--- config.mk ---
export PLATFORM = sky130hd
export DESIGN_NAME = corr_peak_detector
export DESIGN_NICKNAME = d
export VERILOG_FILES = /design/src/rtl/corr_peak_pkg.sv /design/src/rtl/pfd_window_ctr.sv /design/src/rtl/pfd_peak_track.sv /design/src/rtl/pfd_ratio_cmp.sv /design/src/rtl/corr_peak_detector.sv
export SDC_FILE = /design/constraint.sdc
export NUM_CORES = 1
export LEC_CHECK = 0
export ABC_AREA = 1
export BUFFER_PORTS_ARGS = -buffer_cell sky130_fd_sc_hd__buf_2
export CORE_ASPECT_RATIO = 0.9
export CORE_MARGIN = 1
export CORE_UTILIZATION = 50
export CTS_BUF_LIST = sky130_fd_sc_hd__clkbuf_4 sky130_fd_sc_hd__clkbuf_8
export CTS_CLUSTER_DIAMETER = 120
export DETAILED_ROUTE_END_ITERATION = 7
export GPL_TIMING_DRIVEN = 0
export PLACE_DENSITY = 0.69
export SETUP_SLACK_MARGIN = 0.3
export SYNTH_ARGS = -nofsm -noshare
export SYNTH_HDL_FRONTEND = slang
export SYNTH_SLANG_ARGS = --single-unit
--- constraint.sdc ---
create_clock -name clk -period 8.25 [get_ports clk]
set_clock_uncertainty 0.05 [all_clocks]
set_input_delay 0.4125 -clock clk [delete_from_list [all_inputs] [get_ports clk]]
set_output_delay 0.4125 -clock clk [all_outputs]
set_load 0.05 [all_outputs]
--- src/rtl/corr_peak_pkg.sv ---
package corr_peak_pkg;

    localparam int DEF_WIN_LEN  = 4950;
    localparam int DEF_PEAK_IDX = 375;
    localparam int DEF_MAG_W    = 24;
    localparam int DEF_TAG_W    = 2;

    typedef enum logic {
        PH_IDLE = 1'b0,
        PH_RUN  = 1'b1
    } phase_e;

    // 3*p > 4*m computed with one shift-add and one shift; inputs zero-extended.
    function automatic logic beats_three_quarters(input logic [61:0] p, input logic [61:0] m);
        logic [63:0] lhs;
        logic [63:0] rhs;
        lhs = {1'b0, p, 1'b0} + {2'b00, p};
        rhs = {m, 2'b00};
        return lhs > rhs;
    endfunction

endpackage

--- src/rtl/pfd_window_ctr.sv ---
module pfd_window_ctr
    import corr_peak_pkg::*;
#(
    parameter int WIN_LEN  = DEF_WIN_LEN,
    parameter int PEAK_IDX = DEF_PEAK_IDX
) (
    input  logic clk,
    input  logic rst,
    input  logic start_i,
    input  logic valid_i,
    output logic accept_o,
    output logic at_peak_o,
    output logic last_o
);
    localparam int CNT_W = $clog2(WIN_LEN + 1);
    localparam logic [CNT_W-1:0] LAST_IDX = CNT_W'(WIN_LEN - 1);
    localparam logic [CNT_W-1:0] PK_IDX   = CNT_W'(PEAK_IDX);

    phase_e           phase_q;
    logic [CNT_W-1:0] idx_q;

    always_comb begin
        accept_o  = (phase_q == PH_RUN) && valid_i && !start_i;
        at_peak_o = (idx_q == PK_IDX);
        last_o    = accept_o && (idx_q == LAST_IDX);
    end

    always_ff @(posedge clk) begin
        if (rst) begin
            phase_q <= PH_IDLE;
            idx_q   <= '0;
        end else if (start_i) begin
            phase_q <= PH_RUN;
            idx_q   <= '0;
        end else if (accept_o) begin
            if (idx_q == LAST_IDX) begin
                phase_q <= PH_IDLE;
                idx_q   <= '0;
            end else begin
                idx_q <= idx_q + 1'b1;
            end
        end
    end

    AST_IDX_IN_WINDOW: assert property (@(posedge clk) disable iff (rst)
        idx_q < CNT_W'(WIN_LEN));

    AST_IDLE_AFTER_LAST: assert property (@(posedge clk) disable iff (rst)
        last_o |=> (phase_q == PH_IDLE));

    AST_RESTART_FROM_ZERO: assert property (@(posedge clk) disable iff (rst)
        start_i |=> (idx_q == '0 && phase_q == PH_RUN));

endmodule

--- src/rtl/pfd_peak_track.sv ---
module pfd_peak_track #(
    parameter int MAG_W = 24
) (
    input  logic             clk,
    input  logic             rst,
    input  logic             clear_i,
    input  logic             accept_i,
    input  logic             at_peak_i,
    input  logic [MAG_W-1:0] mag_i,
    output logic [MAG_W-1:0] peak_nxt_o,
    output logic [MAG_W-1:0] max_nxt_o
);
    logic [MAG_W-1:0] peak_q;
    logic [MAG_W-1:0] max_q;

    always_comb begin
        peak_nxt_o = peak_q;
        max_nxt_o  = max_q;
        if (accept_i) begin
            if (at_peak_i) begin
                peak_nxt_o = mag_i;
            end else if (mag_i > max_q) begin
                max_nxt_o = mag_i;
            end
        end
    end

    always_ff @(posedge clk) begin
        if (rst || clear_i) begin
            peak_q <= '0;
            max_q  <= '0;
        end else begin
            peak_q <= peak_nxt_o;
            max_q  <= max_nxt_o;
        end
    end

    AST_MAX_MONOTONIC: assert property (@(posedge clk) disable iff (rst)
        !clear_i |=> (max_q >= $past(max_q)));

    AST_IGNORE_INVALID: assert property (@(posedge clk) disable iff (rst)
        (!accept_i && !clear_i) |=> ($stable(max_q) && $stable(peak_q)));

endmodule

--- src/rtl/pfd_ratio_cmp.sv ---
module pfd_ratio_cmp
    import corr_peak_pkg::*;
#(
    parameter int MAG_W     = 24,
    parameter int RATIO_NUM = 3,
    parameter int RATIO_DEN = 4
) (
    input  logic [MAG_W-1:0] peak_i,
    input  logic [MAG_W-1:0] max_i,
    output logic             pass_o
);
    localparam int NUM_W  = $clog2(RATIO_NUM + 1);
    localparam int DEN_W  = $clog2(RATIO_DEN + 1);
    localparam int PROD_W = MAG_W + ((NUM_W > DEN_W) ? NUM_W : DEN_W);

    generate
        if (RATIO_NUM == 3 && RATIO_DEN == 4 && MAG_W <= 62) begin : g_shift
            assign pass_o = beats_three_quarters(62'(peak_i), 62'(max_i));
        end else begin : g_mult
            logic [PROD_W-1:0] lhs;
            logic [PROD_W-1:0] rhs;
            assign lhs    = PROD_W'(peak_i) * PROD_W'(RATIO_NUM);
            assign rhs    = PROD_W'(max_i) * PROD_W'(RATIO_DEN);
            assign pass_o = lhs > rhs;
        end
    endgenerate

endmodule

--- src/rtl/corr_peak_detector.sv ---
module corr_peak_detector
    import corr_peak_pkg::*;
#(
    parameter int WIN_LEN   = DEF_WIN_LEN,
    parameter int PEAK_IDX  = DEF_PEAK_IDX,
    parameter int MAG_W     = DEF_MAG_W,
    parameter int TAG_W     = DEF_TAG_W,
    parameter int RATIO_NUM = 3,
    parameter int RATIO_DEN = 4
) (
    input  logic             clk,
    input  logic             rst,
    input  logic             start_i,
    input  logic [TAG_W-1:0] chan_tag_i,
    input  logic             mag_valid_i,
    input  logic [MAG_W-1:0] mag_i,
    output logic             done_o,
    output logic             present_o,
    output logic [TAG_W-1:0] chan_tag_o
);
    logic             accept_w;
    logic             at_peak_w;
    logic             last_w;
    logic             pass_w;
    logic [MAG_W-1:0] peak_nxt_w;
    logic [MAG_W-1:0] max_nxt_w;

    pfd_window_ctr #(
        .WIN_LEN (WIN_LEN),
        .PEAK_IDX(PEAK_IDX)
    ) u_ctr (
        .clk      (clk),
        .rst      (rst),
        .start_i  (start_i),
        .valid_i  (mag_valid_i),
        .accept_o (accept_w),
        .at_peak_o(at_peak_w),
        .last_o   (last_w)
    );

    pfd_peak_track #(
        .MAG_W(MAG_W)
    ) u_track (
        .clk       (clk),
        .rst       (rst),
        .clear_i   (start_i),
        .accept_i  (accept_w),
        .at_peak_i (at_peak_w),
        .mag_i     (mag_i),
        .peak_nxt_o(peak_nxt_w),
        .max_nxt_o (max_nxt_w)
    );

    pfd_ratio_cmp #(
        .MAG_W    (MAG_W),
        .RATIO_NUM(RATIO_NUM),
        .RATIO_DEN(RATIO_DEN)
    ) u_cmp (
        .peak_i(peak_nxt_w),
        .max_i (max_nxt_w),
        .pass_o(pass_w)
    );

    always_ff @(posedge clk) begin
        if (rst) begin
            done_o     <= 1'b0;
            present_o  <= 1'b0;
            chan_tag_o <= '0;
        end else begin
            done_o <= last_w;
            if (start_i) begin
                present_o  <= 1'b0;
                chan_tag_o <= chan_tag_i;
            end else if (last_w) begin
                present_o <= pass_w;
            end
        end
    end

    AST_DONE_PULSE: assert property (@(posedge clk) disable iff (rst)
        done_o |=> !done_o);

    AST_DONE_AFTER_LAST: assert property (@(posedge clk) disable iff (rst)
        last_w |=> done_o);

    AST_PRESENT_HOLD: assert property (@(posedge clk) disable iff (rst)
        (!start_i && !last_w) |=> $stable(present_o));

    AST_START_CLEARS: assert property (@(posedge clk) disable iff (rst)
        start_i |=> (!present_o && !done_o));

    AST_TAG_HOLD: assert property (@(posedge clk) disable iff (rst)
        !start_i |=> $stable(chan_tag_o));

endmodule

**After elaboration in Yosys (flattened, before gate mapping)**

Index checks and enable logic that the tools add are counted.

- Register bits: 66
- Input port bits: 30
- Output and inout port bits: 4
- Word-level logic and storage cells: 31

- Add/subtract/negate cells: 2
- Order comparisons: 2
- Eq/ne operators: 2
- Multiplexer cells: 9
- Reduce and logical (&&, ||, !) cells: 9

Operator list:

| kind | count |
|---|---|
| 24-bit 2-to-1 mux | 5 |
| 64-bit by 26-bit > comparator with 1-bit output | 1 |
| 25-bit by 24-bit adder with 26-bit output | 1 |
| 24-bit > comparator | 1 |
| 13-bit by 1-bit adder with 13-bit output, second input constant | 1 |
| 13-bit == test, second input constant | 1 |
| 13-bit by 9-bit == test with 1-bit output, second input constant | 1 |
| 13-bit 2-to-1 mux | 1 |
| 2-bit nonzero test | 2 |
| 1-bit logical AND | 3 |
| 1-bit 2-to-1 mux | 3 |
| 2-bit AND reduction | 1 |
| 2-bit OR reduction | 1 |
| 1-bit zero test | 1 |
| 1-bit logical OR | 1 |

**Longest topological paths before layout**

Gate-level depths: netlist of run 1.

- Depth in word-level cells: 5
- Gate-level depth with buffers: 30
- Depth with buffers taken out: 30

**Modules after synthesis**

From an unflattened synthesis of run 1, not the netlist that was laid out.

- Cell total of the unflattened synthesis: 1033
- Area, all modules: 6173.4 µm²

By module, submodules not included:

| module | instances | cells an instance | area an instance (µm²) | seq. area each (µm²) |
|---|---|---|---|---|
| pfd_peak_track | 1 | 443 | 2889.0 | 960.9 |
| pfd_ratio_cmp | 1 | 447 | 2314.7 | 0.0 |
| pfd_window_ctr | 1 | 120 | 815.8 | 280.3 |
| corr_peak_detector | 1 | 23 | 153.9 | 80.1 |

**Worst setup path before layout of run 1**

Ideal clock, no wire load.

- Path kind: register -> register
- Start: register u_ctr.idx_q[0]
- End: register present_o
- Setup time: 0.120 ns
- Data arrival time: 4.132 ns
- Required time: 8.080 ns
- Setup slack: 3.948 ns
- Cell stages (with the launch flop): 28
- Path buffers: 2
- Period minus slack after synthesis: 4.302 ns
- Path through: dfxtp_1 ha_1 nand2_1 clkinv_1 nand2_2 nor2_4 nand3_4 inv_1 buf_2 buf_1 a21oi_1 ha_1 a21oi_1 o21ai_0 a21oi_1 inv_1 a221oi_1 nand2_1 nand2_1 nand2_1 ha_1 nand2_1 nor4_1 nand4_1 nor4b_1 nand3_1 o211ai_1 nand2_1

- Cells in the longest elaborated chain, start to end: 5
- Elaborated cells on any way between the ends: 9
- Classes of those cells: 1 x add/sub; 1 x order compare; 2 x eq/ne; 4 x mux; 1 x reduce/logical

Ends and longest elaborated chain:

| what | line | source |
|---|---|---|
| start: declaration | pfd_window_ctr.sv:20 | `logic [CNT_W-1:0] idx_q;` |
| start signal: assignment | pfd_window_ctr.sv:40 | `idx_q <= idx_q + 1'b1;` |
| 13-bit by 9-bit == test with 1-bit output | pfd_window_ctr.sv:24 | `at_peak_o = (idx_q == PK_IDX);` |
| 24-bit 2-to-1 mux | pfd_peak_track.sv:20 | `if (at_peak_i) begin` |
| 24-bit 2-to-1 mux | pfd_peak_track.sv:19 | `if (accept_i) begin` |
| via peak_nxt_w[15] | corr_peak_detector.sv:25 | `logic [MAG_W-1:0] peak_nxt_w;` |
| 25-bit by 24-bit adder with 26-bit output | corr_peak_pkg.sv:17 | `lhs = {1'b0, p, 1'b0} + {2'b00, p};` |
| 64-bit by 26-bit > comparator with 1-bit output | corr_peak_pkg.sv:19 | `return lhs > rhs;` |
| end signal: assignment | corr_peak_detector.sv:75 | `present_o <= pass_w;` |
| end: declaration | corr_peak_detector.sv:18 | `output logic present_o,` |

The timed path passes the listed nets, and every way through them passes these cells.
A chain may end at the register's enable or synchronous reset.

**Final worst setup path of run 1**

Ends and elaborated chain as after synthesis.

==> results of run 1 <==
[how the worst max path moves through the flow]
stage | slack [ps] | from | cells past startpoint | to
CTS | 2780 | u_ctr.idx_q[0] | 27 | present_o
global placement | 2790 | u_ctr.idx_q[0] | 27 | present_o
detailed placement | 2800 | u_ctr.idx_q[0] | 27 | present_o
finish | 2660 | u_ctr.idx_q[0] | 27 | present_o
global route | 2170 | u_ctr.idx_q[0] | 27 | present_o
floorplan | 3950 | u_ctr.idx_q[0] | 27 | present_o
[Yosys cell counts (5+ instances only)]
cell / instances / area share, %
nand2_1: 145 / 9.9
inv_1: 120 / 8.2
nor2_1: 77 / 5.3
a21oi_1: 71 / 6.5
ha_1: 71 / 16
dfxtp_1: 66 / 24
o21ai_0: 34 / 3.1
nand3_1: 25 / 2.3
nand2_2: 22 / 2.5
o21ai_1: 20 / 1.8
a211oi_1: 17 / 2.3
or2_2: 17 / 1.9
xor2_1: 14 / 2.2
nand4_1: 12 / 1.4
nor3_1: 12 / 1.1
clkbuf_1: 9 / 0.61
inv_2: 7 / 0.48
nor2_4: 6 / 1.2
nand3_2: 5 / 0.91
nor2_2: 5 / 0.57
nor3b_1: 5 / 0.68
[cells by family after synthesis]
group                    after synthesis
AO/OA/AOI/OAI                        160
flip-flops                            66
XOR/XNOR                              18
adder cells (fa/ha/maj)               72
AND/OR/NAND/NOR                      344
buffers and inverters                144
[state kept, by name, summed over array words and instances (netlist names)]
| register | count |
|---|---|
| u_ctr.phase_q | 1 |
| done_o | 1 |
| u_track.max_q | 24 |
| u_track.peak_q | 24 |
| present_o | 1 |
| chan_tag_o | 2 |
| u_ctr.idx_q | 13 |
[critical path: stages, from the launching register on]
cell and delay [ps]:
dfxtp_1 410, ha_1 200, nand2_1 60, clkinv_1 60
nand2_2 50, nor2_4 180, nand3_4 160, inv_1 270
buf_2 270, buf_1 390, a21oi_1 210, ha_1 380
a21oi_1 240, o21ai_0 170, a21oi_1 220, inv_1 70
a221oi_1 330, nand2_1 100, nand2_1 60, nand2_1 90
ha_1 280, nand2_1 70, nor4_1 300, nand4_1 220
nor4b_1 370, nand3_1 120, o211ai_1 100, nand2_1 60
[metrics by stage]
stage	hold slack (ps)	power [uW]	utilization, %
floorplan	404	376	-
global placement	412	403	55.7
detailed placement	419	405	55.7
CTS	182	726	57.8
global route	196	750	57.8
finish	188	724	57.8
[per-layer routing]
layer | up-vias | global-route usage (%)
met5 | - | 0
met4 | 0 | 7.08
met1 | 2482 | 37.7
met2 | 127 | 44.9
li1 | 2737 | -
met3 | 17 | 3.41
[final cells by class]
type,instances,area [um2]
multi-input combinational,594,3630
inverter,128,480
clock inverter,6,87.6
clock buffer,10,138
tap,129,161
fill,993,4410
sequential,66,1320
timing repair buffer,33,165
buffer,16,72.6
[power groups by stage]
stage          combinational, uW  clock [uW]  sequential (uW)
2_1_floorplan               44.3           0              332
6_report                    77.2         325              322
3_3_place_gp                72.9           0              330
4_1_cts                     76.1         328              322
5_1_grt                     86.6         341              323
3_5_place_dp                75.6           0              330
==> results.json, run 1 <==
{
  "wl_um": 14700,
  "fin_cells": 982,
  "final_antenna_net_count": 0,
  "vias": 5363,
  "fin_crit_sh_pct": 67.8,
  "switching_share_pct": 27.3,
  "cts.sinks": 66,
  "fmax_mhz": 179,
  "p_int_uw": 527,
  "crit_arrival_ps": 5810,
  "synth_compound_area_share_pct": 16.5,
  "insertion_delay_ps": 370,
  "fin_area_um2": 6050,
  "r2r_cells": 27,
  "die_area_um2": 11400,
  "grt_pass1_vias": 5086,
  "finalHoldViolCount": 0,
  "cts_resized": 0,
  "synth_top_family_by_area": "simple AND/OR/NAND/NOR gates",
  "synthCells": 804,
  "ys.flop_type": "dfxtp_1",
  "period_needed_ps": 5590,
  "ys_seq_area_share_pct": 24.0,
  "mostFrequentLayoutCell": "nand2_1",
  "synthArstFlopShare_pct": 0,
  "grt_usage_pct": 27.2,
  "hold_end": "done_o",
  "path_clk_slew_ps": 80,
  "yosysWarnings": 0,
  "postCtsHoldBufs": 0,
  "start_kind": "register",
  "synth_area_um2": 5500,
  "drt_iter0_markers": 359,
  "rows": 35,
  "cts_root_buf": "clkbuf_8",
  "max_slew_margin_pct": 46.9,
  "drt_first_pass_iters": 5,
  "synth_edf_count": 0,
  "tightest_slew_ps": 796,
  "cts_buffers": 9,
  "grt_pass1_wl_um": 24200,
  "gp_congestion": 0.891,
  "power_frac_clock_pct": 44.8,
  "viasPerCell": 5.46,
  "synth_mux_area_share_pct": 0,
  "nNetsFinal": 950,
  "ys_types": 48,
  "outcome": "finished, final reports clean",
  "finalSetupViolations": 0,
  "cts_tree": "yes",
  "cts.htree.levels": 3,
  "maxSlewViolCount": 0,
  "hp-start": "rst",
  "overflow": 0,
  "r2r_slack_ps": 2660,
  "whs_path_depth": 2,
  "cts_buffer_depth": 2,
  "fin_ws_ps": 2660,
  "synth-adder-area-share_pct": 16.5,
  "final_cell_mix": "nand2_1 (145), inv_1 (120), nor2_1 (77)",
  "synth_xor_area_share_pct": 2.86,
  "port_buffers": 33,
  "dpl.hpwl_um": 12200,
  "grt_max_degree": 13,
  "post_cts_buffers": 0,
  "worstPathRequired_ps": 8470,
  "fp.dieH_um": 102,
  "dp_cells": 966,
  "crit_type": "register to register",
  "ir_drop_mv": 0.0603,
  "dp_slack_ps": 2800,
  "finalSetupTns_ps": 0,
  "rsz0062_at_grt": "false",
  "routedWlPerCell_um": 15.0,
  "cp-end-kind": "register",
  "top_layer": "met4",
  "rr_startpoint": "u_ctr.idx_q[0]",
  "r2r-end": "present_o",
  "start_util_pct": 52.6,
  "ys_seq_elements": 66,
  "synth_nets": 906,
  "syn_area_per_cell_um2": 6.84,
  "antenna_found_initial": 0,
  "io_pins": 34,
  "wl_met3_um": 724,
  "wl_met2_um": 6540,
  "hp-class": "input pin to register",
  "crit_fanout": 10,
  "power_frac_comb_pct": 10.7,
  "diodes": 0,
  "power.density_nw_per_um2": 120,
  "netSwitchingPower_uw": 197,
  "drcViolationCount": 0,
  "fp.dieW_um": 113,
  "max_cap_viol_count": 0,
  "leakagePower_uw": 0.00299,
  "p_seq_share_pct": 44.5,
  "core_area_um2": 10500,
  "synthSimpleGateAreaFrac_pct": 30.1,
  "met1_length_um": 7320,
  "placed_area_um2": 5830,
  "syn2layout_area_growth_pct": 10.0,
  "drive_above_1_share_pct": 14.8
}
(Power assumes the default switching activity.)
==> run 2, diff against run 1 <==
--- a/config.mk
+++ b/config.mk
@@ -5,7 +5,7 @@
 export SDC_FILE = /design/constraint.sdc
 export NUM_CORES = 1
 export LEC_CHECK = 0
-export ABC_AREA = 1
+export ABC_AREA = 0
 export BUFFER_PORTS_ARGS = -buffer_cell sky130_fd_sc_hd__buf_2
 export CORE_ASPECT_RATIO = 0.9
 export CORE_MARGIN = 1
==> constraint.sdc (replaced) <==
create_clock -name clk -period 5.7 [get_ports clk]
set_clock_uncertainty 0.05 [all_clocks]
set_input_delay 0.285 -clock clk [delete_from_list [all_inputs] [get_ports clk]]
set_output_delay 0.285 -clock clk [all_outputs]
set_load 0.05 [all_outputs]
==> run 2 against run 1 <==
Count of clock-buffer cells in the layout is the same. Sequential share of layout area shrank 1.7 points. Sequential cell count is the same. Global-route usage grew 0.37 points. Power grew 34%. First-iteration DRC count grew 0.84%. Fmax grew 5.0%. Critical endpoint unchanged. Largest power group is now sequential cells.
==> results.json, run 2 <==
{
  "drt_iter0_markers": 362,
  "maxSlewViolCount": 0,
  "syn_area_per_cell_um2": 7.86,
  "io_pins": 34,
  "synthTopCellsByCount": "nand2_1 (103), ha_1 (71), dfxtp_1 (66)",
  "synthArstFlopShare_pct": 0,
  "rows": 36,
  "dpl.hpwl_um": 11300,
  "final_cell_mix": "nand2_1 (100), ha_1 (68), dfxtp_1 (58)",
  "routedWlPerCell_um": 16.5,
  "diodes": 0,
  "use_met3_pct": 4.82,
  "tightest_slew_ps": 794,
  "ys.flop_type": "dfxtp_1",
  "r2r_cells": 26,
  "yosysWarnings": 0,
  "path_clk_slew_ps": 80,
  "ys_types": 61,
  "yosys-top-cells-area": "dfxtp_1 (24%), ha_1 (16%), nand2_1 (6.9%), mux2i_1 (5.9%), a21oi_1 (4.6%)",
  "antenna_found_initial": 0,
  "drcViolationCount": 0,
  "drive_above_1_share_pct": 18.4,
  "cts.sinks": 66,
  "hold_end": "chan_tag_o[0]",
  "hold_slack_ps": 94.5,
  "wl_um": 15600,
  "crit_arrival_ps": 5540,
  "vias": 5454,
  "hp-start": "chan_tag_i[0]",
  "synth_nets": 817,
  "finalSetupViolations": 0,
  "ys_seq_area_share_pct": 23.5,
  "yosysTopAreaCell": "dfxtp_1",
  "start_util_pct": 51.5,
  "mostFrequentLayoutCell": "nand2_1",
  "max_slew_margin_pct": 46.6,
  "use_met1_pct": 35.4,
  "r2r_slack_ps": 370,
  "period_needed_ps": 5330,
  "crit_fanout": 8,
  "fin_area_um2": 6670,
  "fp.dieW_um": 114,
  "whs_path_depth": 3,
  "cp-end-kind": "register",
  "grt_pass1_vias": 5297,
  "synth_top_area_share_pct": 23.5,
  "postCtsHoldBufs": 0,
  "gp_congestion": 0.892,
  "synth_area_um2": 5620,
  "grt_usage_pct": 27.6,
  "overflow": 0,
  "grt_util_met2_pct": 46.2,
  "final_antenna_net_count": 0,
  "multiInputGateArea_um2": 4240,
  "cts_buffers": 9,
  "crit_type": "register to register",
  "cts.htree.levels": 3,
  "r2r-end": "present_o",
  "rr_startpoint": "u_ctr.idx_q[11]",
  "fill_cells": 947,
  "cts_buffer_depth": 2,
  "syn2layout_area_growth_pct": 18.7,
  "power.density_nw_per_um2": 145,
  "seqCellArea_um2": 1340,
  "grt_pass1_wl_um": 25100,
  "leakagePower_uw": 0.00306,
  "grt_max_degree": 13,
  "drt_first_pass_iters": 5,
  "rsz0062_at_grt": "true",
  "fin_crit_sh_pct": 93.5,
  "fp.dieH_um": 103,
  "start_kind": "register",
  "die_area_um2": 11700,
  "top_regs": "u_track.max_q (24), u_track.peak_q (24), u_ctr.idx_q (13)",
  "synth_edf_count": 0,
  "finalHoldViolCount": 0,
  "insertion_delay_ps": 380,
  "outcome": "finished, final reports clean",
  "fmax_mhz": 188,
  "cts_root_buf": "clkbuf_8",
  "cts_tree": "yes",
  "nNetsFinal": 890,
  "core_area_um2": 10900,
  "grt_busiest_layer": "met2",
  "synth.most_common_cell": "nand2_1",
  "fin_util_pct": 61.2,
  "hp-class": "input pin to register",
  "ys_seq_elements": 66,
  "total_power_uw": 969,
  "worstPathRequired_ps": 5910,
  "ir_drop_mv": 0.0914,
  "synthCells": 715,
  "port_buffers": 32,
  "max_cap_viol_count": 0,
  "viasPerCell": 5.77,
  "placed_area_um2": 5970
}
==> run 2: power breakdown <==
part           internal, uW  leakage, uW  switching [uW]
Sequential              461     0.000538            2.37
Clock                   169    0.0000847             214
Combinational          45.9      0.00243            76.2
==> run 2: repair_timing <==
| action | CTS | global route |
|---|---|---|
| endpoints found under the setup margin | 1 | 1 |
| setup buffers | 17 | 13 |
| resized for setup | 47 | 28 |
| pin swaps | 14 | 24 |
==> run 2: how the worst max path moves through the flow <==
stage               startpoint   endpoint  slack [ps]  cells after the start
2_1_floorplan   u_ctr.idx_q[0]  present_o         310                     26
3_3_place_gp    u_ctr.idx_q[0]  present_o        -920                     26
3_5_place_dp    u_ctr.idx_q[0]  present_o        -950                     25
4_1_cts        u_ctr.idx_q[10]  present_o         320                     24
5_1_grt         u_ctr.idx_q[6]  present_o         150                     27
6_report       u_ctr.idx_q[11]  present_o         370                     26
==> run 2: metal layers <==
metal	wire, um	part of all wire [%]	vias to the layer above
met4	419	2.7	0
li1	-	-	2706
met1	7310	47	2542
met5	0	0	-
met2	7110	46	163
met3	738	4.7	43
==> run 2: critical path, stage by stage, from the launching register on <==
cell	delay, ps
dfxtp_4	360
or3b_4	410
or4_4	430
buf_6	140
clkbuf_16	140
clkbuf_16	160
nand2_4	70
nand2_2	60
ha_4	280
nor2b_4	220
nor2_4	60
o41ai_2	190
o21ai_1	130
buf_4	150
a21oi_4	230
nor4_4	70
o31ai_2	260
xor2_1	220
ha_1	280
a21o_1	160
a21o_1	170
a21o_1	170
a21o_1	180
a21oi_2	130
o21ai_2	100
a211oi_2	250
o22ai_1	110
==> run 2: layout make-up <==
| cell class | count | share of cell area, % |
|---|---|---|
| Timing Repair Buffer | 62 | 5.78 |
| Buffer | 27 | 2.61 |
| Tap cell | 152 | 2.85 |
| Sequential cell | 66 | 20.1 |
| Inverter | 43 | 2.42 |
| Clock inverter | 6 | 0.619 |
| Multi-Input combinational cell | 579 | 63.5 |
| Clock buffer | 10 | 2.06 |
==> run 2: metrics by stage <==
| stage | setup slack [ps] | setup TNS (ps) | std cells |
|---|---|---|---|
| 2_1_floorplan | 308 | 0 | 715 |
| 3_3_place_gp | -921 | -921 | 899 |
| 3_5_place_dp | -950 | -950 | 899 |
| 4_1_cts | 324 | 0 | 932 |
| 5_1_grt | 149 | 0 | 945 |
| 6_report | 371 | 0 | 945 |
==> run 2: cells by family (layout without fill, tap and decap cells) <==
group / Yosys count / count (layout) / synth area share [%]
AO/OA/AOI/OAI: 197 / 197 / 22.4
XOR/XNOR: 36 / 36 / 5.61
flip-flops: 66 / 66 / 23.5
buffers and inverters: 70 / 148 / 4.94
multiplexers: 34 / 34 / 6.28
adder cells (fa/ha/maj): 72 / 72 / 16.2
AND/OR/NAND/NOR: 240 / 240 / 21.0
